## src/rtl/elapsed_alarm_pkg.sv

```systemverilog
package elapsed_alarm_pkg;
   // Register map, byte offsets
   localparam int unsigned CNT_BASE  = 'h00;
   localparam int unsigned CMP_BASE  = 'h08;
   localparam int unsigned EN_OFF    = 'h10;
   localparam int unsigned STAT_OFF  = 'h1E;
   // At most four 16-bit words fit before the alarm block
   localparam int unsigned MAX_WORDS = 4;
endpackage

```

## src/rtl/ea_counter.sv

```systemverilog
module ea_counter #(
   parameter int unsigned CNT_W  = 48,
   parameter int unsigned WORD_W = 16,
   localparam int unsigned NW    = CNT_W / WORD_W
) (
   input  logic              clk,
   input  logic              rst_n,
   input  logic              tick_i,
   input  logic [NW-1:0]     wr_word_i,
   input  logic [WORD_W-1:0] wdata_i,
   output logic [CNT_W-1:0]  cnt_o,
   output logic [CNT_W-1:0]  cnt_inc_o
);
   logic [CNT_W-1:0] cnt_q;
   logic [CNT_W-1:0] cnt_inc;

   assign cnt_inc   = cnt_q + CNT_W'(1);
   assign cnt_o     = cnt_q;
   assign cnt_inc_o = cnt_inc;

   for (genvar g = 0; g < NW; g++) begin : g_word
      always_ff @(posedge clk or negedge rst_n) begin
         if (!rst_n)
            cnt_q[g*WORD_W +: WORD_W] <= '0;
         else if (wr_word_i[g])
            cnt_q[g*WORD_W +: WORD_W] <= wdata_i;
         else if (tick_i)
            cnt_q[g*WORD_W +: WORD_W] <= cnt_inc[g*WORD_W +: WORD_W];
      end

      AST_WORD_LOAD: assert property (@(posedge clk) disable iff (!rst_n)
         wr_word_i[g] |=> cnt_q[g*WORD_W +: WORD_W] == $past(wdata_i));
   end

   AST_HOLD_IDLE: assert property (@(posedge clk) disable iff (!rst_n)
      (!tick_i && wr_word_i == '0) |=> $stable(cnt_q));
   AST_STEP_ONE: assert property (@(posedge clk) disable iff (!rst_n)
      (tick_i && wr_word_i == '0) |=> cnt_q == $past(cnt_q) + CNT_W'(1));
endmodule

```

## src/rtl/ea_compare.sv

```systemverilog
module ea_compare #(
   parameter int unsigned CNT_W  = 48,
   parameter int unsigned WORD_W = 16,
   localparam int unsigned NW    = CNT_W / WORD_W
) (
   input  logic              clk,
   input  logic              rst_n,
   input  logic [NW-1:0]     wr_word_i,
   input  logic [WORD_W-1:0] wdata_i,
   input  logic              tick_i,
   input  logic              cnt_wr_i,
   input  logic [CNT_W-1:0]  cnt_inc_i,
   output logic [CNT_W-1:0]  cmp_o,
   output logic              match_o
);
   logic [CNT_W-1:0] cmp_q;

   for (genvar g = 0; g < NW; g++) begin : g_word
      always_ff @(posedge clk or negedge rst_n) begin
         if (!rst_n)
            cmp_q[g*WORD_W +: WORD_W] <= '0;
         else if (wr_word_i[g])
            cmp_q[g*WORD_W +: WORD_W] <= wdata_i;
      end
   end

   assign cmp_o   = cmp_q;
   // Match on the value the counter is about to take from a tick
   assign match_o = tick_i && !cnt_wr_i && (cnt_inc_i == cmp_q);

   AST_CMP_HOLD: assert property (@(posedge clk) disable iff (!rst_n)
      (wr_word_i == '0) |=> $stable(cmp_q));
endmodule

```

## src/rtl/ea_status.sv

```systemverilog
module ea_status #(
   parameter bit IRQ_REGISTERED = 1'b0
) (
   input  logic clk,
   input  logic rst_n,
   input  logic set_i,
   input  logic clr_i,
   input  logic en_wr_i,
   input  logic en_d_i,
   output logic st_o,
   output logic en_o,
   output logic irq_o
);
   logic st_q;
   logic en_q;

   always_ff @(posedge clk or negedge rst_n) begin
      if (!rst_n) begin
         st_q <= 1'b0;
         en_q <= 1'b0;
      end else begin
         st_q <= (st_q && !clr_i) || set_i;
         if (en_wr_i)
            en_q <= en_d_i;
      end
   end

   assign st_o = st_q;
   assign en_o = en_q;

   if (IRQ_REGISTERED) begin : g_irq_ff
      logic irq_q;
      always_ff @(posedge clk or negedge rst_n) begin
         if (!rst_n) irq_q <= 1'b0;
         else        irq_q <= st_q && en_q;
      end
      assign irq_o = irq_q;
   end else begin : g_irq_comb
      assign irq_o = st_q && en_q;
   end

   AST_SET_STICKS: assert property (@(posedge clk) disable iff (!rst_n)
      set_i |=> st_q);
   AST_HOLD_SET: assert property (@(posedge clk) disable iff (!rst_n)
      (st_q && !clr_i) |=> st_q);
   AST_CLEAR: assert property (@(posedge clk) disable iff (!rst_n)
      (st_q && clr_i && !set_i) |=> !st_q);
endmodule

```

## src/rtl/elapsed_alarm_top.sv

```systemverilog
module elapsed_alarm_top
   import elapsed_alarm_pkg::*;
#(
   parameter int unsigned CNT_W          = 48,
   parameter int unsigned WORD_W         = 16,
   parameter int unsigned ADDR_W         = 5,
   parameter bit          IRQ_REGISTERED = 1'b0
) (
   input  logic              clk,
   input  logic              rst_n,
   input  logic              tick_en,
   input  logic              reg_wr,
   input  logic [ADDR_W-1:0] reg_addr,
   input  logic [WORD_W-1:0] reg_wdata,
   output logic [WORD_W-1:0] reg_rdata,
   output logic              irq
);
   localparam int unsigned NW = CNT_W / WORD_W;

   if (CNT_W % WORD_W != 0) begin : g_bad_width
      $error("CNT_W must be a multiple of WORD_W");
   end
   if (NW > MAX_WORDS || NW < 1) begin : g_bad_words
      $error("word count out of range");
   end
   if (ADDR_W < 5) begin : g_bad_addr
      $error("ADDR_W too small for register map");
   end

   logic [NW-1:0]    wr_cnt;
   logic [NW-1:0]    wr_cmp;
   logic [CNT_W-1:0] cnt;
   logic [CNT_W-1:0] cnt_inc;
   logic [CNT_W-1:0] cmp;
   logic             match;
   logic             st;
   logic             en;
   logic             wr_en;
   logic             wr_clr;

   for (genvar g = 0; g < NW; g++) begin : g_dec
      assign wr_cnt[g] = reg_wr && (reg_addr == ADDR_W'(CNT_BASE + 2*g));
      assign wr_cmp[g] = reg_wr && (reg_addr == ADDR_W'(CMP_BASE + 2*g));
   end
   assign wr_en  = reg_wr && (reg_addr == ADDR_W'(EN_OFF));
   assign wr_clr = reg_wr && (reg_addr == ADDR_W'(STAT_OFF)) && reg_wdata[0];

   ea_counter #(.CNT_W(CNT_W), .WORD_W(WORD_W)) u_cnt (
      .clk       (clk),
      .rst_n     (rst_n),
      .tick_i    (tick_en),
      .wr_word_i (wr_cnt),
      .wdata_i   (reg_wdata),
      .cnt_o     (cnt),
      .cnt_inc_o (cnt_inc)
   );

   ea_compare #(.CNT_W(CNT_W), .WORD_W(WORD_W)) u_cmp (
      .clk       (clk),
      .rst_n     (rst_n),
      .wr_word_i (wr_cmp),
      .wdata_i   (reg_wdata),
      .tick_i    (tick_en),
      .cnt_wr_i  (|wr_cnt),
      .cnt_inc_i (cnt_inc),
      .cmp_o     (cmp),
      .match_o   (match)
   );

   ea_status #(.IRQ_REGISTERED(IRQ_REGISTERED)) u_st (
      .clk     (clk),
      .rst_n   (rst_n),
      .set_i   (match),
      .clr_i   (wr_clr),
      .en_wr_i (wr_en),
      .en_d_i  (reg_wdata[0]),
      .st_o    (st),
      .en_o    (en),
      .irq_o   (irq)
   );

   always_comb begin
      reg_rdata = '0;
      for (int i = 0; i < int'(NW); i++) begin
         if (reg_addr == ADDR_W'(CNT_BASE + 2*i)) reg_rdata = cnt[i*WORD_W +: WORD_W];
         if (reg_addr == ADDR_W'(CMP_BASE + 2*i)) reg_rdata = cmp[i*WORD_W +: WORD_W];
      end
      if (reg_addr == ADDR_W'(EN_OFF))   reg_rdata = WORD_W'(en);
      if (reg_addr == ADDR_W'(STAT_OFF)) reg_rdata = WORD_W'(st);
   end

   AST_NO_IRQ_WHEN_OFF: assert property (@(posedge clk) disable iff (!rst_n)
      (!en && !IRQ_REGISTERED) |-> !irq);
endmodule

```

## config.mk

```make
export PLATFORM = sky130hd
export DESIGN_NAME = elapsed_alarm_top
export DESIGN_NICKNAME = d
export VERILOG_FILES = /design/src/rtl/elapsed_alarm_pkg.sv /design/src/rtl/ea_counter.sv /design/src/rtl/ea_compare.sv /design/src/rtl/ea_status.sv /design/src/rtl/elapsed_alarm_top.sv
export SDC_FILE = /design/constraint.sdc
export NUM_CORES = 1
export LEC_CHECK = 0
export BUFFER_PORTS_ARGS = -buffer_cell sky130_fd_sc_hd__buf_2
export CORE_ASPECT_RATIO = 1.25
export CORE_UTILIZATION = 49
export CTS_BUF_LIST = sky130_fd_sc_hd__clkbuf_16
export DETAILED_ROUTE_END_ITERATION = 6
export PLACE_DENSITY = 0.69
export SYNTH_ARGS = -nofsm -noshare
export SYNTH_HDL_FRONTEND = slang
export SYNTH_SLANG_ARGS = --single-unit
```

## constraint.sdc

```tcl
create_clock -name clk -period 2.53 [get_ports clk]
set_clock_uncertainty 0.05 [all_clocks]
set_input_delay 0.506 -clock clk [delete_from_list [all_inputs] [get_ports clk]]
set_output_delay 0.506 -clock clk [all_outputs]
set_load 0.02 [all_outputs]
```

==> results.toml, run 1 <==
[route]
wl_um = 24800
vias_per_cell = 6.21
drt_iter0_drc = 559
first_pass_iters = 6
drt.antenna.violating_nets = 0
drc = 0
wl_per_cell_um = 22.9
vias = 6722

[layout]
area_growth_pct = 25.9
final_util = 0.634
final_cell_count_no_fill = 1082
nFillCells = 1183
final_nets = 929
antennaDiodeCount = 0
drive_gt1_frac = 0.335

[power_and_ir_drop]
powerDensity_nw_per_um2 = 770
leakage_nw = 3.72
clkPwrFrac = 0.204
ir_drop_mv = 0.495
swShare = 0.392
p_switching_w = 0.00265
internal_power_w = 0.00410
combPwrFrac = 0.438
p_seq_frac = 0.358

[worst_setup_path]
cp-end-kind = "flip-flop"
rrSetupSlack_ns = -0.16
critPathArrivalTime_ns = 2.90
critPathRequiredTime_ns = 2.74
cp-start-kind = "flip-flop"
worstSetupPathType = "flip-flop to flip-flop"
crit_fanout = 3

[cts]
h-tree-depth = 3
clock_sinks = 98
clk_pin_slew_ns = 0.07
numCtsBuffers = 9
clockBufferDepth = 2
hold_buffers = 0
cts_root_buffer = "clkbuf_16"
insertion_delay_ns = 0.36
cts_tree = "built"

[sta]
fin_crit_sh = 1.06
fin_hold_ws_ns = 0.0870
max_freq_ghz = 0.372
finalSetupViolCount = 3
drv_slew = 0
rsz0062_at_grt = "yes"
post-route-min-period_ns = 2.69
final_hold_viol_count = 0
worst_pin_slew_ns = 0.565
setup_ws_ns = -0.160
slew_headroom = 0.623

[logic_synthesis]
synth_compound_area_frac = 0.116
synth_fp_nets = 793
synth_top_area_frac = 0.352
synth_top_area_cell = "dfrtp_1"
synth_xor_area_frac = 0.157
async_flop_share = 1.00
synth_simple_gate_area_frac = 0.212
syn_avg_cell_area_um2 = 9.09
ys_types = 54
ys_seq_area_frac = 0.352
yosys-mux-area-fraction = 0.104
synthFlopType = "dfrtp_1"
synth_adder_area_share = 0.00360
synth-edff-count = 0
syn_inst = 766
synth_area_leaders = "dfrtp_1, xnor2_1, mux2_2"
synth_top_family_by_area = "simple AND/OR/NAND/NOR gates"
netlist_area_um2 = 6960
synth-seq-cells = 98
yosysWarnings = 0

[worst_hold_path]
hp-class = "input port to async pin"

[floorplan]
coreArea_um2 = 13800
io_pins = 42
start_util = 0.504
die_w_um = 109
die_h_um = 135
die_area_um2 = 14700
row_count = 48

[grt]
grt_max_degree = 57
gr-total-overflow = 0
antenna_found_initial = 0
grt_pass1_vias = 6641
grt_first_pass_wirelength_um = 37200
track_usage = 0.344

[run]
drv_cap = 0

[outcome]
violations = "negative setup slack"
status = "finished, violations left"

[placed_design]
io_buffers = 41
place_hpwl_um = 18300
post-place-ws_ns = -0.254
gp_congestion = 1.00
placed_cells = 1056
-- layout make-up --
class                   instances  area [µm²]  share of cell area
clock buffers                   9         225              0.0257
clock inverters                 7        60.1             0.00686
inverters                       9        33.8             0.00386
multi-input cells             601        4360               0.498
flip-flops and latches         98        2450               0.280
well taps                     175         219              0.0250
repair buffers                183        1410               0.160
-- critical path: stages, from the launching register on --
cell and delay, ns:
dfrtp_1 0.42, nand4_4 0.13, or4_4 0.59, buf_6 0.15
nor4_4 0.31, xnor2_1 0.12, a41o_1 0.22, nor4_2 0.25
nand4_1 0.14, o41ai_2 0.20
-- per-stage QoR --
stage	TNS [ns]	area [µm²]	total power, W
floorplan	0	7020	0.00413
global placement	-0.237	8120	0.00513
detailed placement	-0.444	8120	0.00518
CTS	-0.172	8530	0.00663
global route	-0.512	8760	0.00704
finish	-0.223	8760	0.00674
-- Yosys cell counts (2+ instances only) --
| library cell | number |
|---|---|
| dfrtp_1 | 98 |
| nor2_1 | 91 |
| xnor2_1 | 75 |
| a21oi_1 | 60 |
| mux2_2 | 50 |
| xor2_1 | 50 |
| nand2_1 | 49 |
| clkbuf_1 | 36 |
| nand4_1 | 36 |
| nand3_1 | 35 |
| o21ai_0 | 24 |
| mux2i_1 | 16 |
| a22oi_1 | 13 |
| nor4_1 | 11 |
| a221o_1 | 10 |
| and3_1 | 10 |
| clkbuf_8 | 9 |
| inv_1 | 9 |
| nor3_1 | 8 |
| buf_4 | 6 |
| a221oi_1 | 5 |
| nand2b_1 | 5 |
| nor2b_1 | 5 |
| a31oi_1 | 4 |
| and4_1 | 4 |
| nor4_4 | 4 |
| and2_1 | 3 |
| buf_1 | 3 |
| or2_2 | 3 |
| or3_1 | 3 |
| a2bb2oi_1 | 2 |
| and4_2 | 2 |
| buf_6 | 2 |
| ha_1 | 2 |
| nand4_4 | 2 |
| or4_1 | 2 |
| or4_4 | 2 |
-- kinds of logic after synthesis --
family	after synthesis
AND/OR/NAND/NOR	279
AO/OA/AOI/OAI	129
XOR/XNOR	125
flip-flops	98
buffers and inverters	67
multiplexers	66
adder cells (fa/ha/maj)	2
-- repair_timing --
item	4_1_cts	5_1_grt
pin swaps	4	15
resized for setup	26	47
endpoints found under the setup margin	14	24
setup buffers	3	9
cloned	1	0
hold endpoints to repair	0	0
-- flip-flops by register name, indices dropped and copies added (netlist names) --
| signal | cells |
|---|---|
| u_st.en_o | 1 |
| u_cnt.cnt_o | 48 |
| u_st.st_o | 1 |
| u_cmp.cmp_o | 48 |
-- power groups by stage --
| stage | clock [W] | combinational (W) | sequential, W |
|---|---|---|---|
| 2_1_floorplan | 0 | 0.00192 | 0.00222 |
| 3_3_place_gp | 0 | 0.00274 | 0.00239 |
| 3_5_place_dp | 0 | 0.00276 | 0.00242 |
| 4_1_cts | 0.00139 | 0.00284 | 0.00239 |
| 5_1_grt | 0.00145 | 0.00313 | 0.00246 |
| 6_report | 0.00138 | 0.00295 | 0.00242 |
-- layer usage --
| layer | wire length, µm | GRT usage | part of all wire | vias to the layer above |
|---|---|---|---|---|
| met4 | 1370 | 0.178 | 0.055 | 0 |
| li1 | - | - | - | 2999 |
| met5 | 0 | 0 | 0 | - |
| met3 | 1890 | 0.0428 | 0.076 | 89 |
| met1 | 9520 | 0.436 | 0.38 | 3291 |
| met2 | 12000 | 0.570 | 0.48 | 343 |
-- final timing paths --
path	startpoint	to	cells after the start
min reg2reg	u_cmp.cmp_o[25]$_DFFE_PN0P_	u_cmp.cmp_o[25]$_DFFE_PN0P_	1
min in group clk	reg_wdata[11]	u_cnt.cnt_o[11]$_DFFE_PN0P_	3
max reg2reg	u_cnt.cnt_o[13]$_DFFE_PN0P_	u_st.st_o$_DFF_PN0_	9
max	u_cnt.cnt_o[13]$_DFFE_PN0P_	u_st.st_o$_DFF_PN0_	9
min	rst_n	u_cmp.cmp_o[34]$_DFFE_PN0P_	1
max in group asynchronous	rst_n	u_cnt.cnt_o[7]$_DFFE_PN0P_	2
-- cell usage in the layout, fill, tap and decap left out, types with 4 or more instances in the layout --
cell type and count:
buf_4 136, nand4_1 36, nor2b_1 5, nor4_2 5
buf_6 11, clkbuf_16 10, nand2_1 47, o21ai_1 12
nand3_2 4, nor4_1 5, a221o_1 10, mux2i_1 15
nor2_1 86, nor4_4 6, o21ai_0 12, dfrtp_1 96
buf_2 31, nor3_1 4, a21oi_1 60, mux2_2 50
nand3_1 31, xnor2_1 74, inv_1 9, xor2_1 50
and3_1 10, buf_12 4, a22oi_1 10
Note: power is estimated with default switching activity, not from simulation.
==> run 2: changes to the inputs <==
--- a/constraint.sdc
+++ b/constraint.sdc
@@ -3,3 +3,3 @@
 set_input_delay 0.506 -clock clk [delete_from_list [all_inputs] [get_ports clk]]
 set_output_delay 0.506 -clock clk [all_outputs]
-set_load 0.02 [all_outputs]
+set_load 0.05 [all_outputs]
==> run 2 against run 1 <==
Critical path depth stayed put. Sequential power hardly changed. Power is 0.67% lower. Clock-buffer cell count stayed put. Clock power hardly changed. Combinational power is 2% lower. Largest cell class unchanged. The flow still finishes with violations (negative setup slack). Non-clock buffer count is 4 lower. Global-route usage is 0.072 points lower. Via count is 2.7% lower. Utilization is 0.17 points lower. Cell area is 0.27% lower.
==> results.toml, run 2 (same netlist as run 1, synthesis figures left out) <==
[route]
drt_iter0_drc = 606
wl_um = 23900
drc = 0
first_pass_iters = 5
drt.antenna.violating_nets = 0
vias = 6538
vias_per_cell = 6.07
wl_per_cell_um = 22.2

[worst_hold_path]
hp-class = "input port to async pin"

[grt]
track_usage = 0.343
gr-total-overflow = 0
grt_first_pass_wirelength_um = 37000
grt_pass1_vias = 6671
grt_max_degree = 99
antenna_found_initial = 0

[power_and_ir_drop]
power.total_w = 0.00670
leakage_nw = 3.68
powerDensity_nw_per_um2 = 767
ir_drop_mv = 0.495

[sta]
max_freq_ghz = 0.372
final_hold_viol_count = 0
drv_slew = 0
post-route-min-period_ns = 2.69
rsz0062_at_grt = "yes"
worst_pin_slew_ns = 0.544
finalSetupViolCount = 2
slew_headroom = 0.637
finalSetupTns_ns = -0.170
setup_ws_ns = -0.161
fin_crit_sh = 1.06

[cts]
numCtsBuffers = 9
clockBufferDepth = 2
cts_root_buffer = "clkbuf_16"
clk_pin_slew_ns = 0.07
cts_tree = "built"
h-tree-depth = 3
clock_sinks = 98
insertion_delay_ns = 0.36

[placed_design]
io_buffers = 41
gp_congestion = 1.01
place_hpwl_um = 18200

[worst_setup_path]
max_stage_delay_ns = 0.60
reg2reg_from = "u_cnt.cnt_o[13]$_DFFE_PN0P_"
cp-end-kind = "flip-flop"
crit_slowest_cell = "or4_4"
worstSetupPathType = "flip-flop to flip-flop"
critPathRequiredTime_ns = 2.73
crit_fanout = 3
crit_path_cell_trace = "nand4_4, or4_4, nor4_2, buf_4, xnor2_1, nor4_1, buf_4, nand4_1, o41ai_2"
timing.rr.end = "u_st.st_o$_DFF_PN0_"
reg2regPathDepth = 9
critPathMostFrequentCell = "buf_4"
critPathArrivalTime_ns = 2.90
cp-start-kind = "flip-flop"
rrSetupSlack_ns = -0.16

[layout]
nFillCells = 1185
mostFrequentLayoutCell = "buf_4"
antennaDiodeCount = 0
final_nets = 925
drive_gt1_frac = 0.345
most-common-layout-cells = "buf_4, dfrtp_1, nor2_1"
area_growth_pct = 25.5

[floorplan]
die_area_um2 = 14700
start_util = 0.504
coreArea_um2 = 13800
die_w_um = 109
die_h_um = 135
row_count = 48
io_pins = 42

[outcome]
violations = "negative setup slack"
status = "finished, violations left"

[run]
drv_cap = 0
-- run 2: cell count changes in the layout (fill, tap and decap cells not counted), sizes merged --
cell,before,now
buf,182,177
clkinv,5,4
clkbuf,10,11
-- run 2: through the flow --
step                      instance area (µm²)  instances   util  hold WS [ns]  setup slack, ns
after floorplan                          7090        766      -         0.160           0.0111
after detailed placement                 8210       1058  0.594         0.479           -0.231
after global placement                   8210       1058  0.594         0.459           -0.213
final                                    8740       1077  0.633         0.154           -0.161
after global routing                     8740       1077  0.633         0.191           -0.289
after CTS                                8590       1075  0.622         0.180           -0.123
-- run 2: critical path: cells and delay by family, from the launching register on --
family | cells | cell delay (ns)
AOI/OAI and AO/OA | 1 | 0.21
xor gates and xnor gates | 1 | 0.06
buffers and inverters | 2 | 0.36
DFF | 1 | 0.43
and+or+nand+nor | 5 | 1.48
-- run 2: power by group --
part | leakage, nW | internal [W] | switching (W)
clock | 0.136 | 0.000754 | 0.000610
combinational | 2.34 | 0.00137 | 0.00153
sequential | 1.20 | 0.00196 | 0.000486
-- run 2: repair_timing --
action / 4_1_cts / 5_1_grt
pin swaps: 5 / 10
resized for setup: 21 / 45
buffers inserted: 2 / 3
endpoints found under the setup margin: 15 / 21
hold buffers: 0 / 0
-- run 2: layout make-up --
| type | count | area, µm² | area share |
|---|---|---|---|
| Multi-Input combinational cell | 601 | 4360 | 0.499 |
| Sequential cell | 98 | 2460 | 0.282 |
| Timing Repair Buffer | 179 | 1380 | 0.158 |
| Clock buffer | 9 | 225 | 0.0258 |
| Tap cell | 175 | 219 | 0.0251 |
| Clock inverter | 6 | 58.8 | 0.00673 |
| Inverter | 9 | 33.8 | 0.00387 |
-- run 2: how the worst max path moves through the flow --
stage | from | endpoint
6_report | u_cnt.cnt_o[13]$_DFFE_PN0P_ | u_st.st_o$_DFF_PN0_
5_1_grt | u_cnt.cnt_o[16]$_DFFE_PN0P_ | u_st.st_o$_DFF_PN0_
4_1_cts | u_cnt.cnt_o[6]$_DFFE_PN0P_ | u_st.st_o$_DFF_PN0_
3_5_place_dp | u_cnt.cnt_o[4]$_DFFE_PN0P_ | u_st.st_o$_DFF_PN0_
3_3_place_gp | u_cnt.cnt_o[7]$_DFFE_PN0P_ | u_st.st_o$_DFF_PN0_
2_1_floorplan | reg_addr[4] | reg_rdata[14]
-- run 2: layer usage --
layer / wire length [µm] / GRT usage / vias to the layer above
met5: 0 / 0 / -
met4: 1210 / 0.197 / 0
met3: 1360 / 0.0399 / 87
met2: 11900 / 0.576 / 279
met1: 9450 / 0.423 / 3180
li1: - / - / 2992
==> run 3: changes to the inputs <==
Settings changed: ABC_AREA set to 1.
==> run 3 against run 2 <==
Cell area increased by 2.4%. Critical path depth increased by 2. Die area rose by 3.2%. Clock power grew 9.6%. Via count increased by 24%. Setup slack improved by 0.19 ns. Largest cell class unchanged. Highest routed layer unchanged. Critical endpoint is now reg_rdata[6]. The run now ends clean. Wire length increased by 14%.
==> results.toml, run 3 <==
[layout]
area_growth_pct = 24.6
stdcell_area_um2 = 8950
final_cell_count_no_fill = 1367
final_util = 0.624
drive_gt1_frac = 0.210
antennaDiodeCount = 0
mostFrequentLayoutCell = "nand2_1"
final_nets = 1211
nFillCells = 1362
most-common-layout-cells = "nand2_1, inv_1, nand3_1"

[grt]
grt_pass1_vias = 7527
gr-total-overflow = 0
grt_max_degree = 45
track_usage = 0.373
grt_first_pass_wirelength_um = 40900
antenna_found_initial = 0

[route]
drc = 0
wl_um = 27300
vias = 8080
drt.antenna.violating_nets = 0
drt_iter0_drc = 878
first_pass_iters = 5
vias_per_cell = 5.91
wl_per_cell_um = 20.0

[power_and_ir_drop]
clkPwrFrac = 0.267
power.total_w = 0.00557
p_seq_frac = 0.410
ir_drop_mv = 0.372
leakage_nw = 4.17
powerDensity_nw_per_um2 = 623
internal_power_w = 0.00346
p_switching_w = 0.00212
swShare = 0.379
combPwrFrac = 0.322

[worst_setup_path]
crit_slowest_cell = "buf_6"
crit_fanout = 7
critPathArrivalTime_ns = 1.94
crit_path_cell_trace = "buf_2, nor2_1, inv_1, nor2_4, inv_2, buf_4, o22ai_1, a221oi_1, buf_4, a22oi_2, buf_6"
cp-start-kind = "input port"
max_stage_delay_ns = 0.18
path_buf_inv = 6
worstSetupPathType = "input port to output pin"
crit_family = "buffers and inverters"
critPathMostFrequentCell = "buf_4"
critPathRequiredTime_ns = 1.97
rrSetupSlack_ns = 0.13
cp-end-kind = "output pin"

[sta]
max_freq_ghz = 0.400
rsz0062_at_grt = "yes"
worst_pin_slew_ns = 0.577
final_hold_viol_count = 0
slew_headroom = 0.615
finalSetupViolCount = 0
post-route-min-period_ns = 2.50
fin_crit_sh = 0.988
drv_slew = 0

[run]
drv_cap = 0

[outcome]
status = "finished, final reports clean"

[logic_synthesis]
netlist_area_um2 = 7180
synth_area_leaders = "dfrtp_1, nand2_1, nand3_1"
synth_most_common_cell = "nand2_1"
synth-seq-cells = 98
async_flop_share = 1.00
synth-edff-count = 0
syn_avg_cell_area_um2 = 6.78
yosysWarnings = 0
ys_types = 34
synthFlopType = "dfrtp_1"
ys_seq_area_frac = 0.341
synth_top_area_cell = "dfrtp_1"
syn_inst = 1059
synth_fp_nets = 1086
synth_top_area_frac = 0.341
synth_commonest_cells = "nand2_1, inv_1, nand3_1"

[floorplan]
die_h_um = 137
io_pins = 42
coreArea_um2 = 14300
die_area_um2 = 15200
row_count = 49
die_w_um = 110
start_util = 0.501

[cts]
clock_sinks = 98
insertion_delay_ns = 0.36
h-tree-depth = 3
cts_root_buffer = "clkbuf_16"
numCtsBuffers = 9
clk_pin_slew_ns = 0.07
clockBufferDepth = 2
cts_tree = "built"

[placed_design]
placed_cells = 1344
place_area_um2 = 8360
io_buffers = 41
place_hpwl_um = 21300
gp_congestion = 1.03

[worst_hold_path]
hp-class = "input port to flip-flop"
==> run 3: cell types whose count changed after synthesis, sizes merged, moves of 13 or more <==
cell,previous run,this run
clkbuf,46,25
o221ai,0,48
mux2i,16,0
nor4,16,0
xor2,50,15
xnor2,75,1
nand4,38,25
nand3,35,108
a21oi,60,13
o21ai,24,72
mux2,50,0
nor2,91,111
inv,9,136
nand2,49,343
==> run 3: routing by layer <==
metal,global-route usage,share of wire,up-vias
li1,-,-,3783
met1,0.474,0.40,3770
met2,0.588,0.45,416
met3,0.0733,0.084,111
met4,0.214,0.064,0
met5,0,0,-
==> run 3: layout make-up <==
type                       count  area, µm²  area share
clock buffer                   9        225      0.0252
clock inverter                 7       85.1     0.00951
inverter                     140        528      0.0590
multi-input combinational    792       4310       0.481
sequential                    98       2460       0.275
tap                          178        223      0.0249
timing repair buffer         143       1120       0.125
==> run 3: worst reg2reg max path: stages, from the launching register on <==
cell and delay [ns]:
dfrtp_1 0.47, nand2_1 0.14, nor2_1 0.23, nand2_1 0.17
nor2_2 0.28, nand3_1 0.15, nand2_1 0.11, nand2_1 0.06
nand2_1 0.10, nand3_1 0.08, nor2_1 0.14, nand3_1 0.09
nor2_1 0.09, nand2_1 0.11, nand2_1 0.07
==> run 3: path summary, 6_finish.rpt <==
| path | start | endpoint | cells after the start |
|---|---|---|---|
| setup / recovery | reg_addr[3] | reg_rdata[6] | 11 |
| hold / removal | reg_wdata[2] | u_cnt.cnt_o[34]$_DFFE_PN0P_ | 3 |
| setup reg to reg | u_cnt.cnt_o[12]$_DFFE_PN0P_ | u_st.st_o$_DFF_PN0_ | 14 |
| hold reg to reg | u_cmp.cmp_o[8]$_DFFE_PN0P_ | u_cmp.cmp_o[8]$_DFFE_PN0P_ | 2 |
| max in group asynchronous | rst_n | u_cnt.cnt_o[7]$_DFFE_PN0P_ | 3 |
| min in group asynchronous | rst_n | u_cmp.cmp_o[45]$_DFFE_PN0P_ | 2 |
==> run 3: power by group through the flow <==
stage	logic (W)	clock network [W]	registers, W
after global routing	0.00198	0.00155	0.00233
after floorplan	0.00117	0	0.00215
after CTS	0.00170	0.00150	0.00227
after global placement	0.00165	0	0.00229
final	0.00180	0.00149	0.00229
after detailed placement	0.00167	0	0.00229
==> run 3: kinds of logic after synthesis <==
logic type	Yosys count	synth area share
DFF	98	0.341
adders and majority gates	2	0.00348
xor gates and xnor gates	25	0.0477
and+or+nand+nor	595	0.361
buffers and inverters	169	0.0897
AOI/OAI and AO/OA	170	0.157
==> run 3: per-stage QoR <==
| stage | hold slack (ns) | setup TNS [ns] | worst slack [ns] |
|---|---|---|---|
| 3_5_place_dp | 0.379 | -0.734 | -0.0919 |
| 2_1_floorplan | 0.160 | -0.143 | -0.139 |
| 6_report | 0.334 | 0 | 0.0306 |
| 5_1_grt | 0.338 | -0.0941 | -0.0535 |
| 4_1_cts | 0.324 | -0.0166 | -0.00915 |
| 3_3_place_gp | 0.373 | -0.267 | -0.0586 |
==> run 3: timing repair <==
item / in CTS / in global routing
pin swaps: 1 / 9
setup buffers: 0 / 6
gates resized for setup: 23 / 62
hold endpoints to repair: 5 / 0
hold buffers: 1 / 0
setup endpoints to repair: 14 / 17
